==> src/rtl/eic_pkg.sv <==
package eic_pkg;
  localparam int unsigned BUS_W  = 32;
  localparam int unsigned ADDR_W = 5;

  localparam logic [ADDR_W-1:0] OFS_IRQ_EN  = 5'h00;
  localparam logic [ADDR_W-1:0] OFS_EVT_EN  = 5'h04;
  localparam logic [ADDR_W-1:0] OFS_RISE_EN = 5'h08;
  localparam logic [ADDR_W-1:0] OFS_FALL_EN = 5'h0C;
  localparam logic [ADDR_W-1:0] OFS_SW_TRIG = 5'h10;
  localparam logic [ADDR_W-1:0] OFS_PENDING = 5'h14;

  // Decide whether one line fires this cycle from its old and new sampled
  // levels and its two direction enables.
  function automatic logic edge_fires(input logic prev_lvl, input logic cur_lvl,
                                      input logic rise_on, input logic fall_on);
    edge_fires = (rise_on & ~prev_lvl & cur_lvl) | (fall_on & prev_lvl & ~cur_lvl);
  endfunction

  // Next pending state: the old state minus cleared bits, plus new fires.
  // A fire in the same cycle as a clear wins.
  function automatic logic next_pending(input logic cur, input logic clr, input logic fire);
    next_pending = (cur & ~clr) | fire;
  endfunction
endpackage

==> src/rtl/eic_line_sync.sv <==
module eic_line_sync #(
  parameter int unsigned NLINES = 32
) (
  input  logic              clk,
  input  logic              rst_n,
  input  logic [NLINES-1:0] lines_in,
  output logic [NLINES-1:0] cur_lvl,
  output logic [NLINES-1:0] prev_lvl
);
  for (genvar i = 0; i < NLINES; i++) begin : g_line
    logic meta_q, sync_q, prev_q;
    always_ff @(posedge clk or negedge rst_n) begin
      if (!rst_n) begin
        meta_q <= 1'b0;
        sync_q <= 1'b0;
        prev_q <= 1'b0;
      end else begin
        meta_q <= lines_in[i];
        sync_q <= meta_q;
        prev_q <= sync_q;
      end
    end
    assign cur_lvl[i]  = sync_q;
    assign prev_lvl[i] = prev_q;
  end
endmodule

==> src/rtl/eic_trigger.sv <==
module eic_trigger
  import eic_pkg::*;
#(
  parameter int unsigned NLINES = 32
) (
  input  logic [NLINES-1:0] cur_lvl,
  input  logic [NLINES-1:0] prev_lvl,
  input  logic [NLINES-1:0] rise_en,
  input  logic [NLINES-1:0] fall_en,
  input  logic [NLINES-1:0] sw_set,
  output logic [NLINES-1:0] fire
);
  for (genvar i = 0; i < NLINES; i++) begin : g_fire
    assign fire[i] = edge_fires(prev_lvl[i], cur_lvl[i], rise_en[i], fall_en[i]) | sw_set[i];
  end
endmodule

==> src/rtl/eic_regfile.sv <==
module eic_regfile
  import eic_pkg::*;
#(
  parameter int unsigned NLINES = 32
) (
  input  logic              clk,
  input  logic              rst_n,
  input  logic              bus_wr,
  input  logic [ADDR_W-1:0] bus_addr,
  input  logic [BUS_W-1:0]  bus_wdata,
  output logic [BUS_W-1:0]  bus_rdata,
  input  logic [NLINES-1:0] fire,
  output logic [NLINES-1:0] irq_en,
  output logic [NLINES-1:0] evt_en,
  output logic [NLINES-1:0] rise_en,
  output logic [NLINES-1:0] fall_en,
  output logic [NLINES-1:0] pending,
  output logic [NLINES-1:0] sw_set,
  output logic [NLINES-1:0] clr
);
  logic [NLINES-1:0] wbits;
  logic [NLINES-1:0] sw_trig_q;

  assign wbits  = bus_wdata[NLINES-1:0];
  assign sw_set = (bus_wr && bus_addr == OFS_SW_TRIG) ? wbits : '0;
  assign clr    = (bus_wr && bus_addr == OFS_PENDING) ? wbits : '0;

  always_ff @(posedge clk or negedge rst_n) begin
    if (!rst_n) begin
      irq_en  <= '0;
      evt_en  <= '0;
      rise_en <= '0;
      fall_en <= '0;
    end else if (bus_wr) begin
      case (bus_addr)
        OFS_IRQ_EN:  irq_en  <= wbits;
        OFS_EVT_EN:  evt_en  <= wbits;
        OFS_RISE_EN: rise_en <= wbits;
        OFS_FALL_EN: fall_en <= wbits;
        default: ;
      endcase
    end
  end

  for (genvar i = 0; i < NLINES; i++) begin : g_bit
    always_ff @(posedge clk or negedge rst_n) begin
      if (!rst_n) begin
        pending[i]   <= 1'b0;
        sw_trig_q[i] <= 1'b0;
      end else begin
        pending[i]   <= next_pending(pending[i], clr[i], fire[i]);
        sw_trig_q[i] <= next_pending(sw_trig_q[i], clr[i], sw_set[i]);
      end
    end
  end

  always_comb begin
    bus_rdata = '0;
    case (bus_addr)
      OFS_IRQ_EN:  bus_rdata[NLINES-1:0] = irq_en;
      OFS_EVT_EN:  bus_rdata[NLINES-1:0] = evt_en;
      OFS_RISE_EN: bus_rdata[NLINES-1:0] = rise_en;
      OFS_FALL_EN: bus_rdata[NLINES-1:0] = fall_en;
      OFS_SW_TRIG: bus_rdata[NLINES-1:0] = sw_trig_q;
      OFS_PENDING: bus_rdata[NLINES-1:0] = pending;
      default:     bus_rdata = '0;
    endcase
  end
endmodule

==> src/rtl/eic_top.sv <==
module eic_top
  import eic_pkg::*;
#(
  parameter int unsigned NLINES = 32
) (
  input  logic              clk,
  input  logic              rst_n,
  input  logic [NLINES-1:0] ext_lines,
  input  logic              bus_wr,
  input  logic [4:0]        bus_addr,
  input  logic [31:0]       bus_wdata,
  output logic [31:0]       bus_rdata,
  output logic              irq_o,
  output logic              wake_evt_o
);
  logic [NLINES-1:0] cur_lvl, prev_lvl;
  logic [NLINES-1:0] imask_q, emask_q, rise_q, fall_q;
  logic [NLINES-1:0] pend_q, sw_set_w, clr_w, trig_w;
  logic              evt_q;

  eic_line_sync #(.NLINES(NLINES)) u_sync (
    .clk(clk), .rst_n(rst_n), .lines_in(ext_lines),
    .cur_lvl(cur_lvl), .prev_lvl(prev_lvl)
  );

  eic_trigger #(.NLINES(NLINES)) u_trig (
    .cur_lvl(cur_lvl), .prev_lvl(prev_lvl), .rise_en(rise_q),
    .fall_en(fall_q), .sw_set(sw_set_w), .fire(trig_w)
  );

  eic_regfile #(.NLINES(NLINES)) u_regs (
    .clk(clk), .rst_n(rst_n), .bus_wr(bus_wr), .bus_addr(bus_addr),
    .bus_wdata(bus_wdata), .bus_rdata(bus_rdata), .fire(trig_w),
    .irq_en(imask_q), .evt_en(emask_q), .rise_en(rise_q), .fall_en(fall_q),
    .pending(pend_q), .sw_set(sw_set_w), .clr(clr_w)
  );

  always_ff @(posedge clk or negedge rst_n) begin
    if (!rst_n) evt_q <= 1'b0;
    else        evt_q <= |(trig_w & emask_q);
  end

  assign irq_o      = |(pend_q & imask_q);
  assign wake_evt_o = evt_q;
endmodule

==> config.mk <==
export PLATFORM = sky130hd
export DESIGN_NAME = eic_top
export DESIGN_NICKNAME = d
export VERILOG_FILES = /design/src/rtl/eic_pkg.sv /design/src/rtl/eic_line_sync.sv /design/src/rtl/eic_trigger.sv /design/src/rtl/eic_regfile.sv /design/src/rtl/eic_top.sv
export SDC_FILE = /design/constraint.sdc
export NUM_CORES = 1
export LEC_CHECK = 0
export BUFFER_PORTS_ARGS = -buffer_cell sky130_fd_sc_hd__buf_2
export CELL_PAD_IN_SITES_DETAIL_PLACEMENT = 1
export CELL_PAD_IN_SITES_GLOBAL_PLACEMENT = 1
export CORE_MARGIN = 1.5
export CORE_UTILIZATION = 50
export CTS_CLUSTER_SIZE = 28
export DETAILED_ROUTE_END_ITERATION = 16
export PLACE_DENSITY = 0.78
export SLEW_MARGIN = 40
export SYNTH_ARGS = -nofsm -noshare
export SYNTH_HDL_FRONTEND = slang
export SYNTH_HIERARCHICAL = 1
export SYNTH_SLANG_ARGS = --single-unit
==> constraint.sdc <==
create_clock -name clk -period 5 [get_ports clk]
set_input_delay 1.5 -clock clk [delete_from_list [all_inputs] [get_ports clk]]
set_output_delay 1.5 -clock clk [all_outputs]
set_load 0.01 [all_outputs]
Word level (Yosys, flattened, before mapping)
Cells that the tools add are included.

Flip-flop bits (word level): 289. Input port bits: 72. Word-level logic and storage cells: 600.

Eq/ne operators: 5. Multiplexer cells: 3. Bitwise logic cells: 418. Reduce and logical (&&, ||, !) cells: 9.

Operators by type and width (count): AND 1 bit (192); one-hot mux 32 bit (6 select lines) (1); bitwise OR 1 bit (128); NOT 1 bit (96); AND 32 bit (2); two-way mux 32 bit (2); OR reduction 32 bit (2); equality test 5 x 4 -> 1 bit (second input constant) (2); equality test 5 bit (second input constant) (2); AND reduction 2 bit (4); equality test 5 x 3 -> 1 bit (second input constant) (1); zero test 5 bit (1); logical AND 1 bit (2).

Depth between registers and ports, before layout
Depth in word-level cells: 7. Gate-level depth with buffers: 11.

Hierarchy
The synthesis kept the hierarchy.

By module, submodules not included: eic_regfile (instances 1, cells an instance 775, area an instance 9442.8 µm², sequential area each 4804.6 µm²); eic_line_sync (instances 1, cells an instance 160, area an instance 2882.8 µm², sequential area each 2402.3 µm²); eic_trigger (instances 1, cells an instance 127, area an instance 720.7 µm², sequential area each 0.0 µm²); eic_top (instances 1, cells an instance 43, area an instance 340.3 µm², sequential area each 25.0 µm²).

Worst setup path after synthesis
Ideal clock, no wire load.

Path kind: input -> output. From: input bus_addr[4]. To: output bus_rdata[10]. Data arrival time: 2.668 ns. Path slack: 0.832 ns. Cell stages on the path: 5. Buffers on the path: 2. Cells stage by stage: buf_2 -> or4b_1 -> clkbuf_1 -> o22ai_1 -> a221o_1.

Cells in the longest elaborated chain, start to end: 2. Elaborated cells between the ends (all ways): 7.

Ends and longest elaborated chain: from (decl) (RTL line eic_top.sv:10) `input logic [4:0] bus_addr,`; equality test 5 bit (tied with other cells) (RTL line eic_regfile.sv:59) `case (bus_addr)`; one-hot mux 32 bit (6 select lines) * (RTL line eic_regfile.sv:59); to (decl) (RTL line eic_top.sv:12) `output logic [31:0] bus_rdata,`.

Every way passes the cells marked *; elsewhere a longest branch is shown, timed or not.

Final worst setup path
From: input bus_addr[4]. To: output bus_rdata[19].

The elaborated chain is that of the path after synthesis.

==> impl_metrics.env <==
export IMPL_rsz0062_at_grt="false"
export IMPL_path_cells="buf_2 > buf_12 > nor2b_1 > buf_4 > and2_1 > a221o_1 > buf_2"
export IMPL_cts_sinks=289
export IMPL_switching_share_pct=26.7
export IMPL_globalplace_congestion=0.851
export IMPL_multi_input_area_um2=5160
export IMPL_initial_core_util_pct=50.9
export IMPL_crit_buf_inv=4
export IMPL_crit_arrival_ns=3.21
export IMPL_wirelength_mm=37.8
export IMPL_hold_buffers=0
export IMPL_syn_avg_cell_area_um2=12.4
export IMPL_hold_viol=0
export IMPL_drive_above_1_share_pct=25.0
export IMPL_fin_crit_sh_pct=94.1
export IMPL_dr_pass1_iters=5
export IMPL_syn_nets=1145
export IMPL_final_net_count=1190
export IMPL_vias_per_cell=6.16
export IMPL_antenna_found_initial=3
export IMPL_startpoint_type="input pin"
export IMPL_min_path_type="reg -> reg"
export IMPL_cp_top_family="buffers and inverters"
export IMPL_postRouteAntennaNets=0
export IMPL_cts_buffers=31
export IMPL_ir_drop_uv=327
export IMPL_status="completed"
export IMPL_drt_iter0_markers=638
export IMPL_cts_max_path_buffers=3
export IMPL_area_growth_pct=12.0
export IMPL_finalPower_mw=6.06
export IMPL_required_ns=3.50
export IMPL_place_ws_ns=0.356
export IMPL_seq_area_um2=7230
export IMPL_worstPathMaxFanout=74
export IMPL_combPwrFrac_pct=12.7
export IMPL_routed_via_count=9110
export IMPL_critPathMaxStageDelay_ns=0.42
export IMPL_ys_warn_count=6
export IMPL_root_buffer="clkbuf_16"
export IMPL_drc=0
export IMPL_h_tree_depth=1
export IMPL_core_um2=26100
export IMPL_grt_pass1_wl_mm=58.9
export IMPL_leakage_nw=6.81
export IMPL_synthesis_area_um2=13300
export IMPL_hold_ws_ns=0.345
export IMPL_period_needed_ns=4.71
export IMPL_max_freq_mhz=213
export IMPL_maxCapViolations=0
export IMPL_tns_ns=0
export IMPL_clk_pin_slew_ns=0.06
export IMPL_io_buffers=105
export IMPL_max_slew_worst_pin_slew_ns=0.795
export IMPL_first_global_vias=9862
export IMPL_clk_latency_ns=0.57
export IMPL_die_area_um2=27500
export IMPL_pin_count=106
export IMPL_timing_final_ws_setup_ns=0.295
export IMPL_worstSetupPathType="in -> out"
export IMPL_fillCellCount=2634
export IMPL_post_cts_resize_count=0
export IMPL_dp_hpwl_mm=24.8
export IMPL_clkPwrFrac_pct=38.7
export IMPL_die_x_um=166
export IMPL_drv_slew=0
export IMPL_row_count=59
export IMPL_seq_power_share_pct=48.6
export IMPL_cpMostUsedCell="buf_2"
export IMPL_power_density_nw_per_um2=408
export IMPL_end_kind="output pin"
export IMPL_cpMaxStageDelayCell="a221o_1"
export IMPL_cts_tree="built"
export IMPL_synthCells=1073
export IMPL_gr_total_overflow=0
export IMPL_post_cts_setup_buffers=0
export IMPL_fin_skew_ns=0.00967
export IMPL_wl_per_cell_um=25.6
export IMPL_setup_viol=0
export IMPL_die_y_um=166
export IMPL_p_int_mw=4.44
export IMPL_grt_max_degree=106
export IMPL_grtUsageTotal_pct=27.4
export IMPL_relSlewSlack_pct=46.8
export IMPL_switchingPower_mw=1.61
[state kept, by name, summed over array words and instances, names as in the netlist]
name,flops
u_regs/evt_en,32
u_regs/fall_en,32
u_regs/irq_en,32
u_regs/pending,32
u_regs/rise_en,32
u_regs/sw_trig_q,32
u_sync/g_line.meta_q,32
u_sync/g_line.prev_q,32
u_sync/g_line.sync_q,32
wake_evt_o,1
[power groups by stage]
stage	Sequential, mW	Clock, mW	Combinational [mW]
6_report	2.94	2.35	0.768
5_1_grt	2.98	2.47	0.829
4_1_cts	2.94	2.39	0.765
3_5_place_dp	2.97	0	0.757
3_3_place_gp	2.96	0	0.724
2_1_floorplan	2.86	0	0.525
[path summary, 6_finish.rpt]
kind	slack [ns]	end	cells after the start	startpoint
max reg2reg	2.93	wake_evt_o$_DFF_PN0_	5	u_regs/rise_en[10]$_DFFE_PN0P_
max in group asynchronous	3.05	u_regs/irq_en[6]$_DFFE_PN0P_	3	rst_n
max	0.29	bus_rdata[19]	7	bus_addr[4]
min reg2reg	0.35	u_sync/g_line[20].sync_q$_DFF_PN0_	0	u_sync/g_line[20].meta_q$_DFF_PN0_
min	0.35	u_sync/g_line[20].sync_q$_DFF_PN0_	0	u_sync/g_line[20].meta_q$_DFF_PN0_
min in group asynchronous	0.79	u_sync/g_line[27].prev_q$_DFF_PN0_	1	rst_n
[placed cells by master, fill, tap and decap left out, drive strengths merged, types with 9 or more instances in the layout]
| cell type | instances |
|---|---|
| clkbuf | 44 |
| or3b | 15 |
| o22ai | 31 |
| clkinv | 9 |
| nand2 | 63 |
| a221o | 17 |
| and2 | 33 |
| dfrtp | 289 |
| a21o | 32 |
| mux2 | 128 |
| a22oi | 32 |
| and3b | 43 |
| nand3 | 16 |
| buf | 138 |
| nand3b | 49 |
| a22o | 33 |
| mux2i | 42 |
| and3 | 9 |
| inv | 33 |
| o211ai | 31 |
[metal layers]
layer / global-route usage (%) / part of all wire (%)
met1: 37.9 / 43
met5: 0 / 0.034
met2: 44.6 / 48
met4: 10.1 / 3.5
met3: 3.60 / 5.1
[layout make-up]
type	count	area share (%)
Timing Repair Buffer	138	5.85
Clock buffer	44	6.02
Tap cell	335	2.82
Multi-Input combinational cell	626	34.7
Antenna cell	2	0.0337
Clock inverter	13	1.04
Sequential cell	289	48.7
Inverter	32	0.809
[metrics by stage]
step                util (%)  instances  area [µm²]
floorplan                  -       1073       13300
global placement        52.8       1419       13800
detailed placement      52.8       1419       13800
CTS                     56.9       1476       14800
global route            57.0       1479       14900
finish                  57.0       1479       14900
Note: power is estimated with default switching activity, not from simulation.
